===== config.mk =====
export PLATFORM = sky130hd
export DESIGN_NAME = tw_wr_decoder
export DESIGN_NICKNAME = d
export VERILOG_FILES = /design/src/rtl/tw_pkg.sv /design/src/rtl/tw_line_mon.sv /design/src/rtl/tw_byte_rx.sv /design/src/rtl/tw_cmd_ctrl.sv /design/src/rtl/tw_wr_decoder.sv
export SDC_FILE = /design/constraint.sdc
export NUM_CORES = 1
export LEC_CHECK = 0
export CORE_MARGIN = 2
export CORE_UTILIZATION = 55
export CTS_CLUSTER_SIZE = 10
export DETAILED_ROUTE_END_ITERATION = 7
export PLACE_DENSITY = 0.75
export SLEW_MARGIN = 30
export SYNTH_ARGS = -nofsm -noshare
export SYNTH_HDL_FRONTEND = slang
export SYNTH_HIERARCHICAL = 1
export SYNTH_SLANG_ARGS = --single-unit

===== constraint.sdc =====
create_clock -name clk -period 4.2 [get_ports clk]
set_input_delay 0.42 -clock clk [delete_from_list [all_inputs] [get_ports clk]]
set_output_delay 0.42 -clock clk [all_outputs]
set_load 0.05 [all_outputs]

===== src/rtl/tw_pkg.sv =====
package tw_pkg;

  // Transaction position within a frame
  typedef enum logic [2:0] {
    FR_IDLE,
    FR_SLAVE,
    FR_ADDR,
    FR_DATA,
    FR_EXTRA,
    FR_SKIP
  } frame_e;

  // Which function the slave byte selected
  typedef enum logic [1:0] {
    TGT_NONE,
    TGT_CTRL,
    TGT_THR
  } target_e;

  // Bits shifted into a byte at which a start/stop counts as mid-byte
  localparam int unsigned MID_BYTE_BITS = 2;

endpackage


===== src/rtl/tw_line_mon.sv =====
module tw_line_mon (
  input  logic clk,
  input  logic rst_n,
  input  logic scl_i,
  input  logic sda_i,
  output logic scl_rise_o,
  output logic scl_fall_o,
  output logic start_o,
  output logic stop_o
);

  logic scl_q;
  logic sda_q;

  always_ff @(posedge clk or negedge rst_n) begin
    if (!rst_n) begin
      scl_q <= 1'b1;
      sda_q <= 1'b1;
    end else begin
      scl_q <= scl_i;
      sda_q <= sda_i;
    end
  end

  // Edges of SCL; bus conditions are SDA edges while SCL stays high
  assign scl_rise_o = scl_i & ~scl_q;
  assign scl_fall_o = ~scl_i & scl_q;
  assign start_o    = scl_i & scl_q & sda_q & ~sda_i;
  assign stop_o     = scl_i & scl_q & ~sda_q & sda_i;

endmodule


===== src/rtl/tw_byte_rx.sv =====
module tw_byte_rx #(
  parameter int unsigned BYTE_W = 8,
  parameter int unsigned CNT_W  = $clog2(BYTE_W + 2)
) (
  input  logic              clk,
  input  logic              rst_n,
  input  logic              scl_rise_i,
  input  logic              scl_fall_i,
  input  logic              frame_edge_i,
  input  logic              sda_i,
  input  logic              ack_req_i,
  output logic [BYTE_W-1:0] byte_o,
  output logic              byte_vld_o,
  output logic [CNT_W-1:0]  bit_cnt_o,
  output logic              ack_low_o
);

  localparam logic [CNT_W-1:0] CNT_LAST = CNT_W'(BYTE_W - 1);
  localparam logic [CNT_W-1:0] CNT_FULL = CNT_W'(BYTE_W);
  localparam logic [CNT_W-1:0] CNT_SLOT = CNT_W'(BYTE_W + 1);

  logic [BYTE_W-1:0] shift_q;
  logic [CNT_W-1:0]  cnt_q;
  logic              vld_q;
  logic              ack_q;

  always_ff @(posedge clk or negedge rst_n) begin
    if (!rst_n) begin
      shift_q <= '0;
      cnt_q   <= '0;
      vld_q   <= 1'b0;
      ack_q   <= 1'b0;
    end else begin
      vld_q <= 1'b0;
      if (frame_edge_i) begin
        cnt_q <= '0;
        ack_q <= 1'b0;
      end else if (scl_rise_i) begin
        if (cnt_q < CNT_FULL) begin
          shift_q <= {shift_q[BYTE_W-2:0], sda_i};
          cnt_q   <= cnt_q + 1'b1;
          vld_q   <= (cnt_q == CNT_LAST);
        end
      end else if (scl_fall_i) begin
        if (cnt_q == CNT_FULL) begin
          ack_q <= ack_req_i;
          cnt_q <= CNT_SLOT;
        end else if (cnt_q == CNT_SLOT) begin
          ack_q <= 1'b0;
          cnt_q <= '0;
        end
      end
    end
  end

  assign byte_o     = shift_q;
  assign byte_vld_o = vld_q;
  assign bit_cnt_o  = cnt_q;
  assign ack_low_o  = ack_q;

endmodule


===== src/rtl/tw_cmd_ctrl.sv =====
module tw_cmd_ctrl
  import tw_pkg::*;
#(
  parameter int unsigned BYTE_W    = 8,
  parameter int unsigned CNT_W     = 4,
  parameter int unsigned WD_W      = 2,
  parameter int unsigned WD_LSB    = 6,
  parameter logic [3:0]  CTRL_NIB  = 4'hB,
  parameter logic [8:0]  CTRL_ADDR = 9'h1FF,
  parameter logic [7:0]  THR_SLAVE = 8'hA0,
  parameter logic [8:0]  SET_ADDR  = 9'h001,
  parameter logic [8:0]  CLR_ADDR  = 9'h003,
  parameter logic [7:0]  WEL_KEY   = 8'h02,
  parameter logic [7:0]  RWEL_KEY  = 8'h06,
  parameter logic [WD_W-1:0] WD_INIT = '0
) (
  input  logic              clk,
  input  logic              rst_n,
  input  logic [BYTE_W-1:0] byte_i,
  input  logic              byte_vld_i,
  input  logic              start_i,
  input  logic              stop_i,
  input  logic [CNT_W-1:0]  bit_cnt_i,
  input  logic              wp_i,
  input  logic              hv_i,
  output logic              ack_req_o,
  output logic [WD_W-1:0]   wd_o,
  output logic              wel_o,
  output logic              rwel_o,
  output logic              commit_o,
  output logic              vset_o,
  output logic              vclr_o
);

  localparam int unsigned ADDR_W = BYTE_W + 1;
  localparam logic [CNT_W-1:0] MID_CNT = CNT_W'(MID_BYTE_BITS);

  frame_e             fr_q;
  target_e            tgt_q;
  logic [ADDR_W-1:0]  addr_q;
  logic [BYTE_W-1:0]  data_q;
  logic               ack_q;
  logic [WD_W-1:0]    wd_q;
  logic               wel_q;
  logic               rwel_q;
  logic               commit_q;
  logic               vset_q;
  logic               vclr_q;

  logic               mid_byte;
  logic               frame_ok;
  logic               ctrl_hit;
  logic               thr_ok;
  logic               is_wel_key;
  logic               is_rwel_key;

  assign mid_byte    = (bit_cnt_i >= MID_CNT);
  assign frame_ok    = (fr_q == FR_EXTRA) && !mid_byte;
  assign ctrl_hit    = (tgt_q == TGT_CTRL) && (addr_q == CTRL_ADDR);
  assign thr_ok      = (tgt_q == TGT_THR) && (data_q == '0) && hv_i;
  assign is_wel_key  = (data_q == WEL_KEY);
  assign is_rwel_key = (data_q == RWEL_KEY);

  always_ff @(posedge clk or negedge rst_n) begin
    if (!rst_n) begin
      fr_q     <= FR_IDLE;
      tgt_q    <= TGT_NONE;
      addr_q   <= '0;
      data_q   <= '0;
      ack_q    <= 1'b0;
      wd_q     <= WD_INIT;
      wel_q    <= 1'b0;
      rwel_q   <= 1'b0;
      commit_q <= 1'b0;
      vset_q   <= 1'b0;
      vclr_q   <= 1'b0;
    end else begin
      commit_q <= 1'b0;
      vset_q   <= 1'b0;
      vclr_q   <= 1'b0;
      if (start_i) begin
        fr_q  <= FR_SLAVE;
        tgt_q <= TGT_NONE;
        ack_q <= 1'b0;
      end else if (stop_i) begin
        fr_q  <= FR_IDLE;
        ack_q <= 1'b0;
        if (frame_ok && ctrl_hit) begin
          if (is_wel_key) begin
            wel_q  <= 1'b1;
            rwel_q <= 1'b0;
          end else if (is_rwel_key && wel_q) begin
            rwel_q <= 1'b1;
          end else if (wel_q && rwel_q) begin
            wel_q  <= 1'b0;
            rwel_q <= 1'b0;
            if (!wp_i) begin
              wd_q     <= data_q[WD_LSB +: WD_W];
              commit_q <= 1'b1;
            end
          end else begin
            wel_q  <= 1'b0;
            rwel_q <= 1'b0;
          end
        end
        if (frame_ok && thr_ok) begin
          vset_q <= (addr_q == SET_ADDR);
          vclr_q <= (addr_q == CLR_ADDR);
        end
      end else if (byte_vld_i) begin
        unique case (fr_q)
          FR_SLAVE: begin
            addr_q[ADDR_W-1] <= byte_i[0];
            if (byte_i[BYTE_W-1 -: 4] == CTRL_NIB) begin
              tgt_q <= TGT_CTRL;
              ack_q <= 1'b1;
              fr_q  <= FR_ADDR;
            end else if (byte_i == THR_SLAVE) begin
              tgt_q <= TGT_THR;
              ack_q <= 1'b1;
              fr_q  <= FR_ADDR;
            end else begin
              tgt_q <= TGT_NONE;
              ack_q <= 1'b0;
              fr_q  <= FR_SKIP;
            end
          end
          FR_ADDR: begin
            addr_q[BYTE_W-1:0] <= byte_i;
            ack_q              <= 1'b1;
            fr_q               <= FR_DATA;
          end
          FR_DATA: begin
            data_q <= byte_i;
            ack_q  <= 1'b1;
            fr_q   <= FR_EXTRA;
          end
          default: begin
            ack_q <= 1'b0;
          end
        endcase
      end
    end
  end

  assign ack_req_o = ack_q;
  assign wd_o      = wd_q;
  assign wel_o     = wel_q;
  assign rwel_o    = rwel_q;
  assign commit_o  = commit_q;
  assign vset_o    = vset_q;
  assign vclr_o    = vclr_q;

endmodule


===== src/rtl/tw_wr_decoder.sv =====
module tw_wr_decoder #(
  parameter int unsigned BYTE_W    = 8,
  parameter int unsigned WD_W      = 2,
  parameter int unsigned WD_LSB    = 6,
  parameter logic [3:0]  CTRL_NIB  = 4'hB,
  parameter logic [8:0]  CTRL_ADDR = 9'h1FF,
  parameter logic [7:0]  THR_SLAVE = 8'hA0,
  parameter logic [8:0]  SET_ADDR  = 9'h001,
  parameter logic [8:0]  CLR_ADDR  = 9'h003,
  parameter logic [7:0]  WEL_KEY   = 8'h02,
  parameter logic [7:0]  RWEL_KEY  = 8'h06,
  parameter logic [WD_W-1:0] WD_INIT = '0
) (
  input  logic            clk,
  input  logic            rst_n,
  input  logic            scl_i,
  input  logic            sda_i,
  input  logic            wp_i,
  input  logic            hv_i,
  output logic            sda_low_o,
  output logic [WD_W-1:0] wd_o,
  output logic            wel_o,
  output logic            rwel_o,
  output logic            commit_o,
  output logic            vset_o,
  output logic            vclr_o
);

  localparam int unsigned CNT_W = $clog2(BYTE_W + 2);

  logic              scl_rise;
  logic              scl_fall;
  logic              start_det;
  logic              stop_det;
  logic [BYTE_W-1:0] rx_byte;
  logic              rx_vld;
  logic [CNT_W-1:0]  rx_cnt;
  logic              ack_req;

  tw_line_mon line_i (
    .clk        (clk),
    .rst_n      (rst_n),
    .scl_i      (scl_i),
    .sda_i      (sda_i),
    .scl_rise_o (scl_rise),
    .scl_fall_o (scl_fall),
    .start_o    (start_det),
    .stop_o     (stop_det)
  );

  tw_byte_rx #(
    .BYTE_W (BYTE_W),
    .CNT_W  (CNT_W)
  ) rx_i (
    .clk          (clk),
    .rst_n        (rst_n),
    .scl_rise_i   (scl_rise),
    .scl_fall_i   (scl_fall),
    .frame_edge_i (start_det | stop_det),
    .sda_i        (sda_i),
    .ack_req_i    (ack_req),
    .byte_o       (rx_byte),
    .byte_vld_o   (rx_vld),
    .bit_cnt_o    (rx_cnt),
    .ack_low_o    (sda_low_o)
  );

  tw_cmd_ctrl #(
    .BYTE_W    (BYTE_W),
    .CNT_W     (CNT_W),
    .WD_W      (WD_W),
    .WD_LSB    (WD_LSB),
    .CTRL_NIB  (CTRL_NIB),
    .CTRL_ADDR (CTRL_ADDR),
    .THR_SLAVE (THR_SLAVE),
    .SET_ADDR  (SET_ADDR),
    .CLR_ADDR  (CLR_ADDR),
    .WEL_KEY   (WEL_KEY),
    .RWEL_KEY  (RWEL_KEY),
    .WD_INIT   (WD_INIT)
  ) ctrl_i (
    .clk        (clk),
    .rst_n      (rst_n),
    .byte_i     (rx_byte),
    .byte_vld_i (rx_vld),
    .start_i    (start_det),
    .stop_i     (stop_det),
    .bit_cnt_i  (rx_cnt),
    .wp_i       (wp_i),
    .hv_i       (hv_i),
    .ack_req_o  (ack_req),
    .wd_o       (wd_o),
    .wel_o      (wel_o),
    .rwel_o     (rwel_o),
    .commit_o   (commit_o),
    .vset_o     (vset_o),
    .vclr_o     (vclr_o)
  );

endmodule


== Word-level counts from Yosys, hierarchy flattened ==
Index checks and enable logic that the tools add are counted.
Storage, ports and cells
  bits of input ports: 6
  word-level logic and storage cells: 138
  flip-flop bits (word level): 46
  output and inout port bits: 8
Cells by class
  reduce and logical (&&, ||, !) cells: 30
  eq/ne operators: 20
  magnitude comparators: 2
  bitwise operators: 18
  muxes and demuxes: 49
  $add $sub $neg: 1
Operators by type and width (number)
  $mux 1: 30
  $mux 4: 6
  $reduce_and 4->1: 4
  $mux 3: 5
  $reduce_and 3->1: 5
  $eq 4x4->1 const B: 3
  $mux 2: 6
  $not 1->1: 10
  $eq 9x1->1 const B: 1
  $eq 9x2->1 const B: 1
  $eq 9x9->1 const B: 1
  $pmux 3 s3: 1
  $reduce_bool 3->1: 3
  $eq 8x2->1 const B: 1
  $eq 8x3->1 const B: 1
  $eq 8x8->1 const B: 1
  $logic_and 1x1->1: 8
  $logic_not 8->1: 1
  $and 1x1->1: 7
  $reduce_and 7->1: 1
  $eq 3x2->1 const B: 2
  $reduce_bool 2->1: 3
  $reduce_bool 5->1: 1
  $add 4x1->4 const B: 1
  other kinds (16): 17

== Longest topological paths before layout ==
Gate-level depths: netlist (run 1).
  word-level depth: 7
  gate-level depth with buffers: 5
  gate-level depth less buffers: 5

== Modules after synthesis ==
Netlist (run 1), hierarchy kept.
Modules (own cells, without submodules)
  tw_cmd_ctrl: times used 1, area each 1360.1 µm², cells an instance 109, sequential area each 750.7 µm²
  tw_byte_rx: times used 1, area each 651.9 µm², cells an instance 50, sequential area each 350.3 µm²
  tw_line_mon: times used 1, area each 85.1 µm², cells an instance 6, sequential area each 52.6 µm²
  tw_wr_decoder: times used 1, area each 6.3 µm², cells an instance 1, sequential area each 0.0 µm²

== Worst setup path after synthesis (run 1) ==
Ideal clock, no wire load.
  kind: register -> register
  start point: register line_i.scl_q
  end point: register ctrl_i.wd_q[0] (netlist: ctrl_i/wd_o[0])
  slack: 2.277 ns
  library setup time: 0.125 ns
  stages on the path, launching flop included: 5
  clock period less this slack: 1.923 ns
  buffers on the path: 0
  data arrival time: 1.798 ns
  data required time: 4.075 ns
  path through: dfstp_2 > and4b_1 > nand4_1 > or4b_4 > mux2_4
Between the ends
  elaborated cells on any way between the ends: 7
  classes of those cells: 6 x bitwise; 1 x reduce/logical
RTL lines
  start: declaration: line tw_line_mon.sv:12  | logic scl_q;
  start signal: assignment: line tw_line_mon.sv:20  | scl_q <= scl_i;
  $and 1x1->1 (3 in series): line tw_line_mon.sv:29  | assign stop_o = scl_i & scl_q & ~sda_q & sda_i;
  named net stop_det: line tw_wr_decoder.sv:34  | logic stop_det;
  $reduce_and 7->1 (no line)
  end signal: assignment: line tw_cmd_ctrl.sv:98  | wd_q <= data_q[WD_LSB +: WD_W];
  end: declaration: line tw_cmd_ctrl.sv:43  | logic [WD_W-1:0] wd_q;
The timed path passes the listed nets, and every way through them passes these cells.
A chain may end at the register's enable or synchronous reset.

== Worst setup path after layout (run 1) ==
  start point: input sda_i
  end point: register ctrl_i.wd_q[0] (netlist: ctrl_i/wd_o[0])
Between the ends
  word-level cells in the longest chain between the ends: 4
  elaborated cells on any way between the ends: 5
  classes of those cells: 4 x bitwise; 1 x reduce/logical
Ends and longest elaborated chain
  start: declaration: line tw_wr_decoder.sv:17  | input logic sda_i,
  $not 1->1: line tw_line_mon.sv:28  | assign start_o = scl_i & scl_q & sda_q & ~sda_i;
  $and 1x1->1: line tw_line_mon.sv:28
  named net start_det: line tw_wr_decoder.sv:33  | logic start_det;
  $not 1->1 (no line)
  $reduce_and 7->1 (no line)
The timed path passes the listed nets, and every way through them passes these cells.

==> impl_metrics.yaml, run 1 <==
cts:
  post-cts-setup-buffer-count: 0
  numCtsBuffers: 5
  cts_resized: 0
  hold_buffers: 0
  clkTransAtPathRegs_ns: 0.08
  cts_max_level: 2
  clockBufferDepth: 2
  cts-root-buf: "clkbuf_8"
  cts_num_sinks: 46
  worstSkewPairLatency_ns: 0.29
  cts_tree: "built"
sta:
  rsz0062_at_grt: "no"
  final.setup.tns_ns: 0
  drv_slew: 0
  slew_headroom_pct: 63.3
  setup_viol: 0
  fin_hold_ws_ns: 0.110
  final_hold_viol_count: 0
  skew_ns: 0.00330
  period_share_pct: 52.7
  max_freq_mhz: 452
  worst_pin_slew_ns: 0.550
  period_needed_ns: 2.21
yosys:
  ys_ff_latch: 46
  synth_area_um2: 2100
  synth_nets: 175
  netlist-cell-type-count: 46
  synth_top_area_cell: "dfrtp_1"
  yosys-top-cells-count: "dfrtp_1 (44), mux2_2 (18), inv_1 (8), mux2_1 (8)"
  synth_most_common_cell: "dfrtp_1"
  synth-async-reset-ratio_pct: 100
  avgSynthCellArea_um2: 12.7
  netlist.area_leader.share_pct: 52.3
  netlist_instances: 166
  synthFlopType: "dfrtp_1"
  synth.area.top_cells: "dfrtp_1 (52%), mux2_2 (9.6%), mux2_1 (4.3%)"
  yosysWarningCount: 6
  ys_seq_area_share_pct: 54.8
  synth-edff-count: 0
drt:
  wl_mm: 3.85
  wl_met2_mm: 1.98
  drt-initial-drc-count: 73
  highest_layer: "met4"
  wl_met3_um: 169
  drt_pre_antenna_iters: 4
  postRouteAntennaNets: 0
  met1_length_mm: 1.63
  vias_per_cell: 5.98
  avgRoutedWirePerCell_um: 16.5
  num_vias: 1394
  drc_errors: 0
final_layout:
  seq_area_um2: 1150
  final_core_util_pct: 64.4
  final_nets: 194
  multiInputGateArea_um2: 908
  diodes: 0
  area_growth_syn_to_layout_pct: 12.1
  layout-drive-gt1-share_pct: 18.9
  n_fill_cell: 280
die:
  core_area_um2: 3660
  row_count: 22
  ioPinCount: 14
  die_y_um: 65.8
  die-width_um: 65.8
  dieArea_um2: 4330
  start_util_pct: 57.5
worst_setup_path:
  critPathArrivalTime_ns: 2.40
  critPathMaxFanout: 6
  rr_startpoint: "line_i/sda_q"
  reg2reg_slack_ns: 2.10
  path_class: "input port to flip-flop"
  worstPathRequired_ns: 4.39
  rr_endpoint: "ctrl_i/data_q[4]"
  r2r_cells: 4
  start_kind: "input port"
  end_kind: "flip-flop"
global_routing:
  overflow: 0
  antenna_found_initial: 0
  grtUsageTotal_pct: 21.2
  grt_pass1_wl_mm: 6.85
  grt_pass1_vias: 1465
  grt_max_degree: 47
placed_design:
  io_buffers: 13
  hpwl_mm: 2.82
  gp_congestion: 0.893
power_and_ir_drop:
  max-vdd-ir-drop_mv: 0.234
  power_density_nw_per_um2: 394
  leakage_nw: 1.09
flow_run:
  maxCapViolations: 0
hold_path:
  hold_path_class: "input port to async pin"
status:
  status: "completed"
how the worst max path moves through the flow:
stage / from / end / slack [ns] / cells past startpoint
2_1_floorplan: line_i/scl_q / ctrl_i/wd_o[0] / 2.28 / 4
3_3_place_gp: sda_i / ctrl_i/data_q[1] / 1.73 / 5
3_5_place_dp: sda_i / ctrl_i/wd_o[0] / 1.66 / 6
4_1_cts: sda_i / ctrl_i/wd_o[0] / 1.97 / 6
5_1_grt: sda_i / ctrl_i/data_q[6] / 1.78 / 5
6_report: sda_i / ctrl_i/wd_o[0] / 1.99 / 6
sequential cells by signal, summed over array words and instances, names as in the netlist:
| name | flops |
|---|---|
| ctrl_i/tgt_q | 2 |
| ctrl_i/data_q | 8 |
| ctrl_i/wd_o | 2 |
| rx_i/ack_low_o | 1 |
| rx_i/byte_o | 8 |
| rx_i/byte_vld_o | 1 |
| ctrl_i/vset_o | 1 |
| line_i/scl_q | 1 |
| ctrl_i/rwel_o | 1 |
| line_i/sda_q | 1 |
| ctrl_i/vclr_o | 1 |
| ctrl_i/wel_o | 1 |
| ctrl_i/ack_req_o | 1 |
| ctrl_i/commit_o | 1 |
| ctrl_i/addr_q | 9 |
| ctrl_i/fr_q | 3 |
| rx_i/bit_cnt_o | 4 |
layout make-up:
class,instances,share of cell area (%)
Clock buffer,5,2.92
Clock inverter,2,0.424
Inverter,8,1.27
Multi-Input combinational cell,111,38.5
Sequential cell,46,48.9
Tap cell,48,2.55
Timing Repair Buffer,13,5.41
metal layers:
layer,vias up,track usage (%)
met5,-,0
met4,0,7.81
met3,6,5.45
met2,37,37.5
met1,695,24.7
li1,656,-
per-stage QoR:
stage	area [µm²]	power, mW	setup slack, ns	std cells
2_1_floorplan	2100	0.627	2.28	166
3_3_place_gp	2280	0.674	1.73	226
3_5_place_dp	2280	0.686	1.66	226
4_1_cts	2360	0.936	1.97	233
5_1_grt	2360	0.981	1.78	233
6_report	2360	0.930	1.99	233
worst max-delay path: stages:
cell and delay, ns:
clkdlybuf4s50_1 0.51, and4b_1 0.27, inv_1 0.09, nand4_1 0.18, or4b_4 0.62, mux2_4 0.31
power breakdown:
part / internal, mW / total, mW / switching [mW]
Combinational: 0.0548 / 0.115 / 0.0599
Sequential: 0.492 / 0.564 / 0.0721
Clock: 0.112 / 0.251 / 0.139
cell families after synthesis:
logic type	synth area share, %
AO/OA/AOI/OAI	6.48
XOR/XNOR	0.416
adder cells (fa/ha/maj)	1.78
buffers and inverters	1.96
flip-flops	54.8
multiplexers	15.3
AND/OR/NAND/NOR	19.2
cell usage in the layout, fill, tap and decap left out, types with 3 or more instances in the layout:
cell	instances
mux2_1	8
nor4_1	4
ha_1	3
nor2_1	5
mux2_2	18
or3_1	3
dfrtp_1	44
inv_1	8
clkbuf_8	5
nor3_1	3
nand4_1	7
and3_1	3
nor2b_1	6
nand2_1	5
clkdlybuf4s50_1	12
nand3b_1	5
a21oi_1	7
Note: power is estimated with default switching activity, not from simulation.
==> run 2, diff against run 1 <==
- CORE_UTILIZATION: 55 -> 52
- PLACE_DENSITY: 0.75 -> 0.74
- clock period: 4.2 -> 1.81 ns (I/O delays scaled with it)
==> impl_metrics.yaml, run 2 (synthesis results as in run 1) <==
status:
  status: "finished, violations left"
  violations: "negative setup slack"
placed_design:
  gp_congestion: 0.817
  hpwl_mm: 3.13
  io_buffers: 13
  dpl-instance-area_um2: 2450
power_and_ir_drop:
  max-vdd-ir-drop_mv: 0.716
  power_switching_share_pct: 29.2
  p_clk_share_pct: 26.0
  p_seq_share_pct: 56.0
  p_sw_mw: 0.678
  leakage_nw: 1.24
  comb_power_share_pct: 17.9
  power_density_nw_per_um2: 883
  internal_power_mw: 1.64
global_routing:
  grtUsageTotal_pct: 21.1
  grt_pass1_vias: 1519
  grt_max_degree: 47
  grt_pass1_wl_mm: 7.13
  antenna_found_initial: 0
  overflow: 0
final_layout:
  stdcell_area_um2: 2630
  final_common_cell: "dfrtp_1"
  diodes: 0
  layout-drive-gt1-share_pct: 34.4
  n_fill_cell: 267
  layout_common_cells: "dfrtp_1 (44), buf_4 (23), mux2_2 (18), clkdlybuf4s50_1 (12), mux2_4 (9)"
  final_nets: 220
  area_growth_syn_to_layout_pct: 25.0
  regMostFlops: "ctrl_i/addr_q"
  largest_register_ffs: 9
sta:
  period_share_pct: 105
  period_needed_ns: 1.91
  skew_ns: 0.00760
  drv_slew: 0
  max_freq_mhz: 525
  slew_headroom_pct: 61.9
  final_hold_viol_count: 0
  fin_hold_ws_ns: 0.476
  rsz0062_at_grt: "yes"
  setup_ws_ns: -0.0957
  setup_viol: 8
  worst_pin_slew_ns: 0.572
cts:
  clockBufferDepth: 2
  numCtsBuffers: 5
  cts_max_level: 2
  cts-root-buf: "clkbuf_8"
  cts_tree: "built"
  worstSkewPairLatency_ns: 0.29
  clkTransAtPathRegs_ns: 0.08
  cts_num_sinks: 46
drt:
  drc_errors: 0
  drt-initial-drc-count: 94
  avgRoutedWirePerCell_um: 17.6
  wl_mm: 4.60
  postRouteAntennaNets: 0
  drt_pre_antenna_iters: 4
  vias_per_cell: 5.86
  num_vias: 1535
hold_path:
  worstHoldPathCells: 1
  worstHoldEndpoint: "ctrl_i/vset_o"
  hold_start: "ctrl_i/addr_q[1]"
  hold_path_class: "flip-flop to flip-flop"
worst_setup_path:
  critPathArrivalTime_ns: 2.09
  r2r_cells: 4
  rr_endpoint: "ctrl_i/wd_o[1]"
  start_kind: "flip-flop"
  end_kind: "flip-flop"
  critPathMaxFanout: 3
  rr_startpoint: "line_i/scl_q"
  worstPathRequired_ns: 2.00
  reg2reg_slack_ns: -0.1
  path_class: "flip-flop to flip-flop"
die:
  dieArea_um2: 4570
  die_y_um: 67.6
  die-width_um: 67.6
  core_area_um2: 3940
  ioPinCount: 14
  start_util_pct: 53.3
  row_count: 23
flow_run:
  maxCapViolations: 0
run 2: changes by cell type in the layout (fill, tap and decap cells not counted), moves of 2 or more:
cell | previous run | this run
buf_4 | 1 | 23
mux2_1 | 8 | 1
mux2_4 | 2 | 9
nor2_1 | 5 | 3
nor2_4 | 0 | 3
or3_1 | 3 | 1
or3_4 | 0 | 2
run 2: final cells by class:
| class | instances | area [µm²] | area share (%) |
|---|---|---|---|
| Clock inverter | 2 | 13.8 | 0.524 |
| Tap cell | 50 | 62.6 | 2.38 |
| Clock buffer | 6 | 72.6 | 2.76 |
| Timing Repair Buffer | 38 | 319 | 12.1 |
| Inverter | 8 | 30.0 | 1.14 |
| Sequential cell | 46 | 1150 | 43.9 |
| Multi-Input combinational cell | 112 | 977 | 37.2 |
run 2: metal layers:
metal  vias up  GRT usage, %  routed length, µm
met3         9          4.67                212
met1       763          26.4               1880
met5         -             0                  0
met2        55          35.3               2440
li1        708             -                  -
met4         0          8.42                 72
run 2: critical path, stage by stage (launching register included):
cell and delay [ns]:
dfstp_2 0.54, and4b_1 0.24, nand4_1 0.16, or4b_4 0.55, mux2_4 0.31
run 2: worst max path at each step:
stage / from / endpoint / slack [ns] / depth (start not counted)
3_3_place_gp: sda_i / ctrl_i/wd_o[1] / -0.28 / 6
2_1_floorplan: line_i/scl_q / ctrl_i/wd_o[0] / -0.1 / 4
4_1_cts: line_i/scl_q / ctrl_i/wd_o[1] / -0.1 / 4
3_5_place_dp: sda_i / ctrl_i/wd_o[1] / -0.36 / 6
5_1_grt: line_i/scl_q / ctrl_i/wd_o[1] / -0.14 / 4
6_report: line_i/scl_q / ctrl_i/wd_o[1] / -0.1 / 4
run 2: metrics by stage:
| step | total power, mW | util, % | setup TNS (ns) | worst slack (ns) | cells |
|---|---|---|---|---|---|
| 3_5_place_dp | 1.64 | 62.2 | -4.89 | -0.358 | 251 |
| 3_3_place_gp | 1.61 | 62.2 | -3.36 | -0.283 | 251 |
| 2_1_floorplan | 1.46 | - | -0.192 | -0.0959 | 166 |
| 5_1_grt | 2.44 | 66.7 | -0.610 | -0.138 | 262 |
| 6_report | 2.32 | 66.7 | -0.328 | -0.0957 | 262 |
| 4_1_cts | 2.26 | 65.7 | -0.213 | -0.0991 | 262 |
run 2: power groups by stage:
stage                     registers, mW  clock network, mW  logic (mW)
final                              1.30              0.605       0.416
after detailed placement           1.30                  0       0.337
after CTS                          1.28              0.626       0.351
after floorplan                    1.26                  0       0.193
after global routing               1.32              0.663       0.451
after global placement             1.29                  0       0.318
run 2: what timing repair did:
item	CTS	global route
hold endpoints to repair	44	0
endpoints found under the setup margin	15	24
setup buffers	1	0
cloned	1	0
hold buffers	1	0
pin swaps	5	3
resized for setup	6	10
